`src/rtl/hpc_pkg.sv`:
```
package hpc_pkg;

    typedef enum logic [1:0] {
        MODE_PER_RISE = 2'd0,
        MODE_PER_FALL = 2'd1,
        MODE_HIGH     = 2'd2,
        MODE_LOW      = 2'd3
    } hpc_mode_e;

    typedef struct packed {
        logic rise;
        logic fall;
    } hpc_edge_t;

    typedef struct packed {
        logic ovf;
        logic runt;
    } hpc_flags_t;

    typedef enum logic {
        ST_ARMED = 1'b0,
        ST_RUN   = 1'b1
    } hpc_state_e;

    function automatic logic start_hit(hpc_mode_e m, hpc_edge_t e);
        case (m)
            MODE_PER_RISE: return e.rise;
            MODE_PER_FALL: return e.fall;
            MODE_HIGH:     return e.rise;
            default:       return e.fall;
        endcase
    endfunction

    function automatic logic end_hit(hpc_mode_e m, hpc_edge_t e);
        case (m)
            MODE_PER_RISE: return e.rise;
            MODE_PER_FALL: return e.fall;
            MODE_HIGH:     return e.fall;
            default:       return e.rise;
        endcase
    endfunction

    function automatic logic is_period(hpc_mode_e m);
        return (m == MODE_PER_RISE) || (m == MODE_PER_FALL);
    endfunction

endpackage

```
`src/rtl/hpc_tick_gen.sv`:
```
module hpc_tick_gen #(
    parameter int DIV = 8
) (
    input  logic clk,
    input  logic rst,
    output logic tick
);
    generate
        if (DIV <= 1) begin : g_pass
            assign tick = 1'b1;
        end else begin : g_div
            localparam int CW = $clog2(DIV);
            logic [CW-1:0] cnt;
            always_ff @(posedge clk) begin
                if (rst) begin
                    cnt <= '0;
                end else if (cnt == CW'(DIV - 1)) begin
                    cnt <= '0;
                end else begin
                    cnt <= cnt + 1'b1;
                end
            end
            assign tick = (cnt == CW'(DIV - 1));
        end
    endgenerate
endmodule

```
`src/rtl/hpc_edge_sync.sv`:
```
module hpc_edge_sync
    import hpc_pkg::*;
(
    input  logic      clk,
    input  logic      rst,
    input  logic      tick,
    input  logic      din,
    output hpc_edge_t edges
);
    logic meta_q;
    logic sync_q;
    logic prev_q;

    always_ff @(posedge clk) begin
        if (rst) begin
            meta_q <= 1'b0;
            sync_q <= 1'b0;
            prev_q <= 1'b0;
        end else begin
            meta_q <= din;
            sync_q <= meta_q;
            if (tick) begin
                prev_q <= sync_q;
            end
        end
    end

    always_comb begin
        edges.rise = tick &  sync_q & ~prev_q;
        edges.fall = tick & ~sync_q &  prev_q;
    end
endmodule

```
`src/rtl/hpc_interval.sv`:
```
module hpc_interval
    import hpc_pkg::*;
#(
    parameter int W      = 30,
    parameter int MIN_PH = 2
) (
    input  logic         clk,
    input  logic         rst,
    input  logic         rearm,
    input  logic         tick,
    input  hpc_edge_t    edges,
    input  hpc_mode_e    mode,
    output logic         done,
    output logic [W-1:0] value,
    output hpc_flags_t   flags
);
    localparam int PW = $clog2(MIN_PH + 1) + 1;

    hpc_state_e    state;
    logic [W-1:0]  cnt;
    logic          ovf_run;
    logic          runt_run;
    logic [PW-1:0] pcnt;

    logic          s_hit;
    logic          e_hit;
    logic          any_edge;
    logic [W:0]    cnt_inc;
    logic          ovf_now;
    logic          runt_now;
    logic          runt_fin;

    always_comb begin
        s_hit    = start_hit(mode, edges);
        e_hit    = end_hit(mode, edges);
        any_edge = edges.rise | edges.fall;
        cnt_inc  = {1'b0, cnt} + 1'b1;
        ovf_now  = ovf_run | cnt_inc[W];
        runt_now = any_edge && (pcnt < PW'(MIN_PH));
        runt_fin = runt_run | runt_now;
    end

    // phase length tracker, saturating just above the minimum
    always_ff @(posedge clk) begin
        if (rst) begin
            pcnt <= '0;
        end else if (tick) begin
            if (any_edge) begin
                pcnt <= '0;
            end else if (pcnt != PW'(MIN_PH)) begin
                pcnt <= pcnt + 1'b1;
            end
        end
    end

    always_ff @(posedge clk) begin
        if (rst) begin
            value <= '0;
            flags <= '0;
        end else if (tick && state == ST_RUN && e_hit && !rearm) begin
            flags.ovf  <= ovf_now;
            flags.runt <= runt_fin;
            if (runt_fin) begin
                value <= '0;
            end else if (ovf_now) begin
                value <= '1;
            end else begin
                value <= cnt_inc[W-1:0];
            end
        end
    end

    always_ff @(posedge clk) begin
        if (rst || rearm) begin
            state    <= ST_ARMED;
            cnt      <= '0;
            ovf_run  <= 1'b0;
            runt_run <= 1'b0;
            done     <= 1'b0;
        end else begin
            done <= 1'b0;
            if (tick) begin
                case (state)
                    ST_ARMED: begin
                        if (s_hit) begin
                            state    <= ST_RUN;
                            cnt      <= '0;
                            ovf_run  <= 1'b0;
                            runt_run <= 1'b0;
                        end
                    end
                    default: begin
                        if (e_hit) begin
                            done     <= 1'b1;
                            cnt      <= '0;
                            ovf_run  <= 1'b0;
                            runt_run <= 1'b0;
                            if (!is_period(mode)) begin
                                state <= ST_ARMED;
                            end
                        end else begin
                            if (cnt_inc[W]) begin
                                ovf_run <= 1'b1;
                            end else begin
                                cnt <= cnt_inc[W-1:0];
                            end
                            if (runt_now) begin
                                runt_run <= 1'b1;
                            end
                        end
                    end
                endcase
            end
        end
    end
endmodule

```
`src/rtl/hpc_result.sv`:
```
module hpc_result
    import hpc_pkg::*;
#(
    parameter int W = 30
) (
    input  logic         clk,
    input  logic         rst,
    input  logic         clr,
    input  logic         done,
    input  logic [W-1:0] value,
    input  hpc_flags_t   flags,
    input  logic         rd_ack,
    output logic [W-1:0] res_data,
    output logic         res_valid,
    output logic         res_ovf,
    output logic         res_runt,
    output logic         res_overrun,
    output logic         res_pending
);
    logic take;

    assign take = done & ~clr;

    always_ff @(posedge clk) begin
        if (rst) begin
            res_data    <= '0;
            res_valid   <= 1'b0;
            res_ovf     <= 1'b0;
            res_runt    <= 1'b0;
            res_overrun <= 1'b0;
            res_pending <= 1'b0;
        end else begin
            res_valid <= take;
            if (take) begin
                res_data <= value;
                res_ovf  <= flags.ovf;
                res_runt <= flags.runt;
            end
            if (clr) begin
                res_pending <= 1'b0;
                res_overrun <= 1'b0;
            end else begin
                if (take) begin
                    res_pending <= 1'b1;
                end else if (rd_ack) begin
                    res_pending <= 1'b0;
                end
                if (take && res_pending && !rd_ack) begin
                    res_overrun <= 1'b1;
                end
            end
        end
    end
endmodule

```
`src/rtl/hpc_capture.sv`:
```
module hpc_capture
    import hpc_pkg::*;
#(
    parameter int HR_DIV = 8,
    parameter int LR_DIV = 32,
    parameter int LOOP_W = 25,
    parameter int MIN_PH = 2
) (
    input  logic                                clk,
    input  logic                                rst,
    input  logic                                din,
    input  logic                                cfg_load,
    input  logic [1:0]                          cfg_mode,
    input  logic                                rd_ack,
    output logic [LOOP_W+$clog2(LR_DIV)-1:0]    res_data,
    output logic                                res_valid,
    output logic                                res_ovf,
    output logic                                res_runt,
    output logic                                res_overrun,
    output logic                                res_pending
);
    localparam int SUB_W = $clog2(LR_DIV);
    localparam int W     = LOOP_W + SUB_W;

    logic         tick;
    hpc_edge_t    edges;
    hpc_mode_e    mode_q;
    logic         done;
    logic [W-1:0] value;
    hpc_flags_t   flags;

    always_ff @(posedge clk) begin
        if (rst) begin
            mode_q <= MODE_PER_RISE;
        end else if (cfg_load) begin
            mode_q <= hpc_mode_e'(cfg_mode);
        end
    end

    hpc_tick_gen #(.DIV(HR_DIV)) u_tick (
        .clk  (clk),
        .rst  (rst),
        .tick (tick)
    );

    hpc_edge_sync u_sync (
        .clk   (clk),
        .rst   (rst),
        .tick  (tick),
        .din   (din),
        .edges (edges)
    );

    hpc_interval #(.W(W), .MIN_PH(MIN_PH)) u_ivl (
        .clk   (clk),
        .rst   (rst),
        .rearm (cfg_load),
        .tick  (tick),
        .edges (edges),
        .mode  (mode_q),
        .done  (done),
        .value (value),
        .flags (flags)
    );

    hpc_result #(.W(W)) u_res (
        .clk         (clk),
        .rst         (rst),
        .clr         (cfg_load),
        .done        (done),
        .value       (value),
        .flags       (flags),
        .rd_ack      (rd_ack),
        .res_data    (res_data),
        .res_valid   (res_valid),
        .res_ovf     (res_ovf),
        .res_runt    (res_runt),
        .res_overrun (res_overrun),
        .res_pending (res_pending)
    );
endmodule

```
`config.mk`:
```
export PLATFORM = sky130hd
export DESIGN_NAME = hpc_capture
export DESIGN_NICKNAME = d
export VERILOG_FILES = /design/src/rtl/hpc_pkg.sv /design/src/rtl/hpc_tick_gen.sv /design/src/rtl/hpc_edge_sync.sv /design/src/rtl/hpc_interval.sv /design/src/rtl/hpc_result.sv /design/src/rtl/hpc_capture.sv
export SDC_FILE = /design/constraint.sdc
export NUM_CORES = 1
export LEC_CHECK = 0
export BUFFER_PORTS_ARGS = -buffer_cell sky130_fd_sc_hd__buf_2
export CORE_UTILIZATION = 45
export CTS_BUF_LIST = sky130_fd_sc_hd__clkbuf_8
export DETAILED_ROUTE_END_ITERATION = 16
export PLACE_DENSITY = 0.65
export SYNTH_ARGS = -nofsm -noshare
export SYNTH_HDL_FRONTEND = slang
export SYNTH_SLANG_ARGS = --single-unit
```
`constraint.sdc`:
```
create_clock -name clk -period 3 [get_ports clk]
set_input_delay 0.45 -clock clk [delete_from_list [all_inputs] [get_ports clk]]
set_output_delay 0.45 -clock clk [all_outputs]
set_load 0.01 [all_outputs]
```
======== After elaboration in Yosys (flattened, before gate mapping) ========
Index checks and enable logic that the tools add are counted.
storage, ports and cells
  output and inout port bits .............. 35
  register bits after elaboration ......... 112
cells by class
  reductions and logical operators ........ 23
  bitwise gates (word level) .............. 13
  $lt $le $gt $ge ......................... 1
  $add $sub $neg .......................... 3
  mux-type cells .......................... 24
  equal/unequal tests ..................... 7
operators with widths
  cell                                                count
  two-way mux 30 bit                                  6
  adder 30 x 1 -> 31 bit, second input constant       1
  two-way mux 1 bit                                   16
  != test 3 bit, second input constant                3
  AND reduction 3 bit                                 3
  OR reduction 2 bit                                  4
  adder 3 x 1 -> 3 bit, second input constant         2
  logical AND 1 bit                                   6
  two-way mux 3 bit                                   2
  nonzero test 2 bit                                  3
  bitwise AND 1 bit                                   5
  inverter 1 bit                                      5
  == test 3 bit, second input constant                1
  < comparator 3 x 2 -> 1 bit, second input constant  1
  != test 3 x 2 -> 1 bit, second input constant       1
  OR 1 bit                                            3
  OR reduction 3 bit                                  1
  == test 2 x 1 -> 1 bit, second input constant       1
  == test 2 bit, second input constant                1
  zero test 1 bit                                     2
  zero test 2 bit                                     1
  logical OR 1 bit                                    2
  AND reduction 2 bit                                 1

======== Logic depth before layout (Yosys ltp) ========
  word-level depth ........................ 8
  depth in mapped cells ................... 9

======== Cells and area by module ========
Synthesis repeated with hierarchy kept, for this count alone.
unflattened totals
  cells, all modules ...................... 545
  area, all modules ....................... 4952.2 sq um
by module, submodules not included
  module         cells each  area each (sq um)  instances
  hpc_interval   370         3437.0             1
  hpc_result     151         1231.2             1
  hpc_edge_sync  10          111.4              1
  hpc_tick_gen   8           105.1              1
  hpc_capture    6           67.6               1

======== Worst setup path before layout ========
OpenSTA, ideal clock, no wires.
  path type ............................... reg2reg
  start ................................... reg mode_q[0]
  end ..................................... reg u_ivl.cnt[23]
  data required time ...................... 2878 ps
  arrival time ............................ 2037 ps
  stages on the path, launching flop included .. 9
  period minus slack after synthesis ...... 2159 ps
  setup slack ............................. 841 ps
  cells stage by stage .................... dfxtp_1 > inv_1 > ha_1 > or3b_1 > and2_1 > o211ai_2 > o2bb2ai_4 > buf_6 > a221o_1
between the ends
  cells in the longest elaborated chain, start to end .. 5
ends and longest elaborated chain
  element                                                                     RTL line                      RTL
  from (decl)                                                                 hpc_capture.sv:27             hpc_mode_e mode_q;
  from (signal assigned)                                                      hpc_capture.sv:36             mode_q <= hpc_mode_e'(cfg_mode);
  == test 2 bit, or another cell as far along                                 hpc_pkg.sv:26, hpc_pkg.sv:35
  OR reduction 2 bit (no source line)                                         -
  two-way mux 1 bit (on tied branches)                                        hpc_pkg.sv:35, hpc_pkg.sv:26
  != test 3 bit (no source line), or another cell as far along                -
  AND reduction 3 bit (no source line) or two-way mux 30 bit (tied branches)  -
  to (signal assigned)                                                        hpc_interval.sv:105           cnt <= cnt_inc[W-1:0];
  to (decl)                                                                   hpc_interval.sv:20            logic [W-1:0] cnt;
Parallel ways exist; a longest one is shown, timed or not.
A chain may end at the register's enable or synchronous reset.

======== Worst setup path after layout ========
  start ................................... reg u_ivl.cnt[0]
  end ..................................... reg u_ivl.cnt[8]
between the ends
  cells in the longest elaborated chain, start to end .. 4
ends and longest elaborated chain
  element                     RTL line             RTL
  adder 30 x 1 -> 31 bit (*)  hpc_interval.sv:37   cnt_inc = {1'b0, cnt} + 1'b1;
  two-way mux 30 bit          hpc_interval.sv:102  if (cnt_inc[W]) begin
  two-way mux 30 bit          hpc_interval.sv:93   if (e_hit) begin
  two-way mux 30 bit          hpc_interval.sv:83   case (state)
Every way passes the cells marked *; elsewhere a longest branch is shown, timed or not. The select of a mux whose other input is x is not followed.

==> run summary <==
Outcome -> finished clean
RR Endpoint -> u_ivl.cnt[8]
TritonRoute pass-1 iters -> 5
CTS Hold Bufs -> 0
Die Area -> 11600 um2
Overflow after GRT -> 0
Worst Tran Pin Value -> 0.824 ns
CP arrival -> 3.07 ns
Post-synthesis cell count -> 589
Register area share after synthesis -> 44.6%
RD Place Congestion -> 0.858
Required @ worst endpoint -> 3.32 ns
Inserted Diodes -> 0
Final nets -> 629
Drt total wl -> 11600 um
Antenna violations before repair -> 0
Clock buffer depth -> 2
Via count -> 4247
Pwr per Cell Area -> 449 nW/um2
DRC -> 0
Number of global-route vias before repair -> 3765
Port buffer count -> 41
Worst setup path start -> u_ivl.cnt[0]
Ys Warns -> 0
Async S/R FF share, synth -> 0%
Top cell type by total area after synthesis -> dfxtp_1
Highest clock rate -> 0.363 GHz
IO Pins -> 42
Worst Hold Class -> in -> reg
Worst Setup EP -> u_ivl.cnt[8]
Layout fillers -> 1039
HPWL after DPL -> 8120 um
Area grow syn2layout -> 9.84%
R2R depth -> 6
ANT nets after route -> 0
Mapped Area -> 5020 um2
Crit path time final -> 2.75 ns
Die width -> 108 um
TritonCTS Buffers -> 9
Routed len/inst -> 15.3 um
Worst-path clk slew -> 0.10 ns
Site Rows -> 38
Synth Flop Type -> dfxtp_1
Fin crit share -> 91.8%
Post-CTS sizing -> 0
Skew final -> 0.0102 ns
Syn_area_per_cell -> 8.53 um2
Pin count of the biggest net entering global routing -> 48
RSZ-0062 raised after global routing -> no
Setup Buffers After CTS -> 0
P_leak -> 1.93 nW
Distinct cell type count of the synthesized netlist -> 56
Latest clock arrival within the worst-skew pair -> 0.37 ns
Final setup violation count -> 0
Startpoint Class -> flop
Commonest non-fill, non-tap cells in the layout -> 112 x dfxtp_1, 109 x nand2_1, 41 x buf_2
Most common cell after layout, fill and taps aside -> dfxtp_1
Chip Height -> 108 um
Layout cells sized above 1 -> 13.8%
Worst vdd ir -> 188 uV
Final hold viol count -> 0
CTS tree -> done
First-pass GRT wire length -> 19000 um
Pre-CTS setup slack -> 0.268 ns
Dpl cell area -> 5320 um2
Max-Cap Viols -> 0
#FFs+latches synth -> 112
DRT iter0 DRCs -> 282
Initial Utilization -> 46.3%
Vias/cell -> 5.61
CP Class -> reg -> reg
Synthesized Nets -> 605
Final Slew Violations -> 0
Clock Tree Root -> clkbuf_8
Max-slew headroom -> 45.0%
# clock sinks -> 112
Top-area cell type share of the netlist area -> 44.6%
Worst setup margin -> 0.245 ns
Worst setup EP type -> flop
Worst-path fanout max -> 21
Worst r2r src -> u_ivl.cnt[0]
Setup TNS -> 0 ns
Synth top area cells -> dfxtp_1 45%, nand2_1 8.1%, a21oi_1 3.8%
Total core area -> 10800 um2
Tot Pwr -> 0.00248 W
GRT Total Usage -> 20.9%
H-tree levels -> 3
Reg-to-reg slack, setup -> 0.25 ns
Final Cell Area -> 5520 um2
Post-synth EDFFs -> 0
[flip-flops by register name (all words and copies together) (netlist names), 2 cells and up]
| signal | count |
|---|---|
| u_ivl.cnt | 30 |
| u_tick.g_div.cnt | 3 |
| u_res.res_data | 30 |
| u_ivl.flags | 2 |
| mode_q | 2 |
| u_ivl.value | 30 |
| u_ivl.pcnt | 3 |
[worst max-delay path, stage by stage, from the launching register on]
cell and delay [ns]:
dfxtp_1 0.46, ha_1 0.20, nand4_1 0.22, or3_1 0.47, or4_4 0.57, o2bb2ai_4 0.52
a221o_1 0.25
[metal layers]
layer	share of wire, %	global-route usage (%)	vias to the layer above	wire length [um]
li1	-	-	2162	-
met5	0	0	-	0
met4	1.1	7.83	0	130
met2	43	30.3	85	4950
met1	52	31.3	1990	6050
met3	4.2	2.36	10	485
[Yosys cell counts, drive strengths merged (2+ instances only)]
| cell type | number |
|---|---|
| o31ai | 4 |
| nor3b | 3 |
| nor2 | 24 |
| and2 | 5 |
| or3 | 4 |
| a221o | 11 |
| a31oi | 2 |
| a211oi | 3 |
| mux2i | 5 |
| xor2 | 5 |
| nand2b | 4 |
| nand3b | 2 |
| inv | 15 |
| nor4b | 4 |
| buf | 20 |
| and4 | 8 |
| nor4 | 25 |
| or2 | 4 |
| o21a | 4 |
| a21oi | 38 |
| o211ai | 17 |
| a22o | 5 |
| nand2 | 110 |
| clkbuf | 23 |
| o21ai | 32 |
| and3 | 3 |
| ha | 9 |
| nor3 | 31 |
| o31a | 3 |
| nand3 | 10 |
| o221ai | 2 |
| nand4 | 9 |
| dfxtp | 112 |
| nor2b | 6 |
| o2bb2ai | 6 |
| xnor2 | 13 |
[cell type report]
type | count | area [um2] | area share [%]
multi-input combinational | 419 | 2530 | 45.8
sequential | 112 | 2240 | 40.6
timing repair buffer | 56 | 318 | 5.76
tap | 140 | 175 | 3.17
clock buffer | 9 | 124 | 2.24
clock inverter | 6 | 75.1 | 1.36
inverter | 15 | 56.3 | 1.02
[worst min-delay path by stage]
stage | startpoint | end | slack, ns | cells past startpoint
3_3_place_gp | u_tick.g_div.cnt[0] | u_tick.g_div.cnt[0] | 0.41 | 1
5_1_grt | din | u_sync.meta_q | 0.30 | 2
6_report | din | u_sync.meta_q | 0.30 | 2
3_5_place_dp | u_sync.meta_q | u_sync.sync_q | 0.43 | 1
2_1_floorplan | u_tick.g_div.cnt[0] | u_tick.g_div.cnt[0] | 0.40 | 1
4_1_cts | din | u_sync.meta_q | 0.29 | 2
[through the flow]
stage	utilization (%)	hold slack, ns	std cells
2_1_floorplan	-	0.398	589
3_3_place_gp	49.1	0.407	742
3_5_place_dp	49.1	0.427	742
4_1_cts	50.9	0.285	757
5_1_grt	50.9	0.303	757
6_report	50.9	0.302	757
[power breakdown]
group / switching, W / internal, W
logic: 0.0000389 / 0.0000180
clock network: 0.000531 / 0.000396
registers: 0.00000348 / 0.00149
total: 0.000573 / 0.00191
[cells by family after synthesis]
kind of cell,count (synthesis),share of synthesized area (%)
compound gates,132,18.1
xor+xnor,18,3.14
flops,112,44.6
buf+inv,58,5.28
simple gates,255,25.6
mux,5,0.996
fa+ha+maj,9,2.24
(Power assumes the default switching activity.)
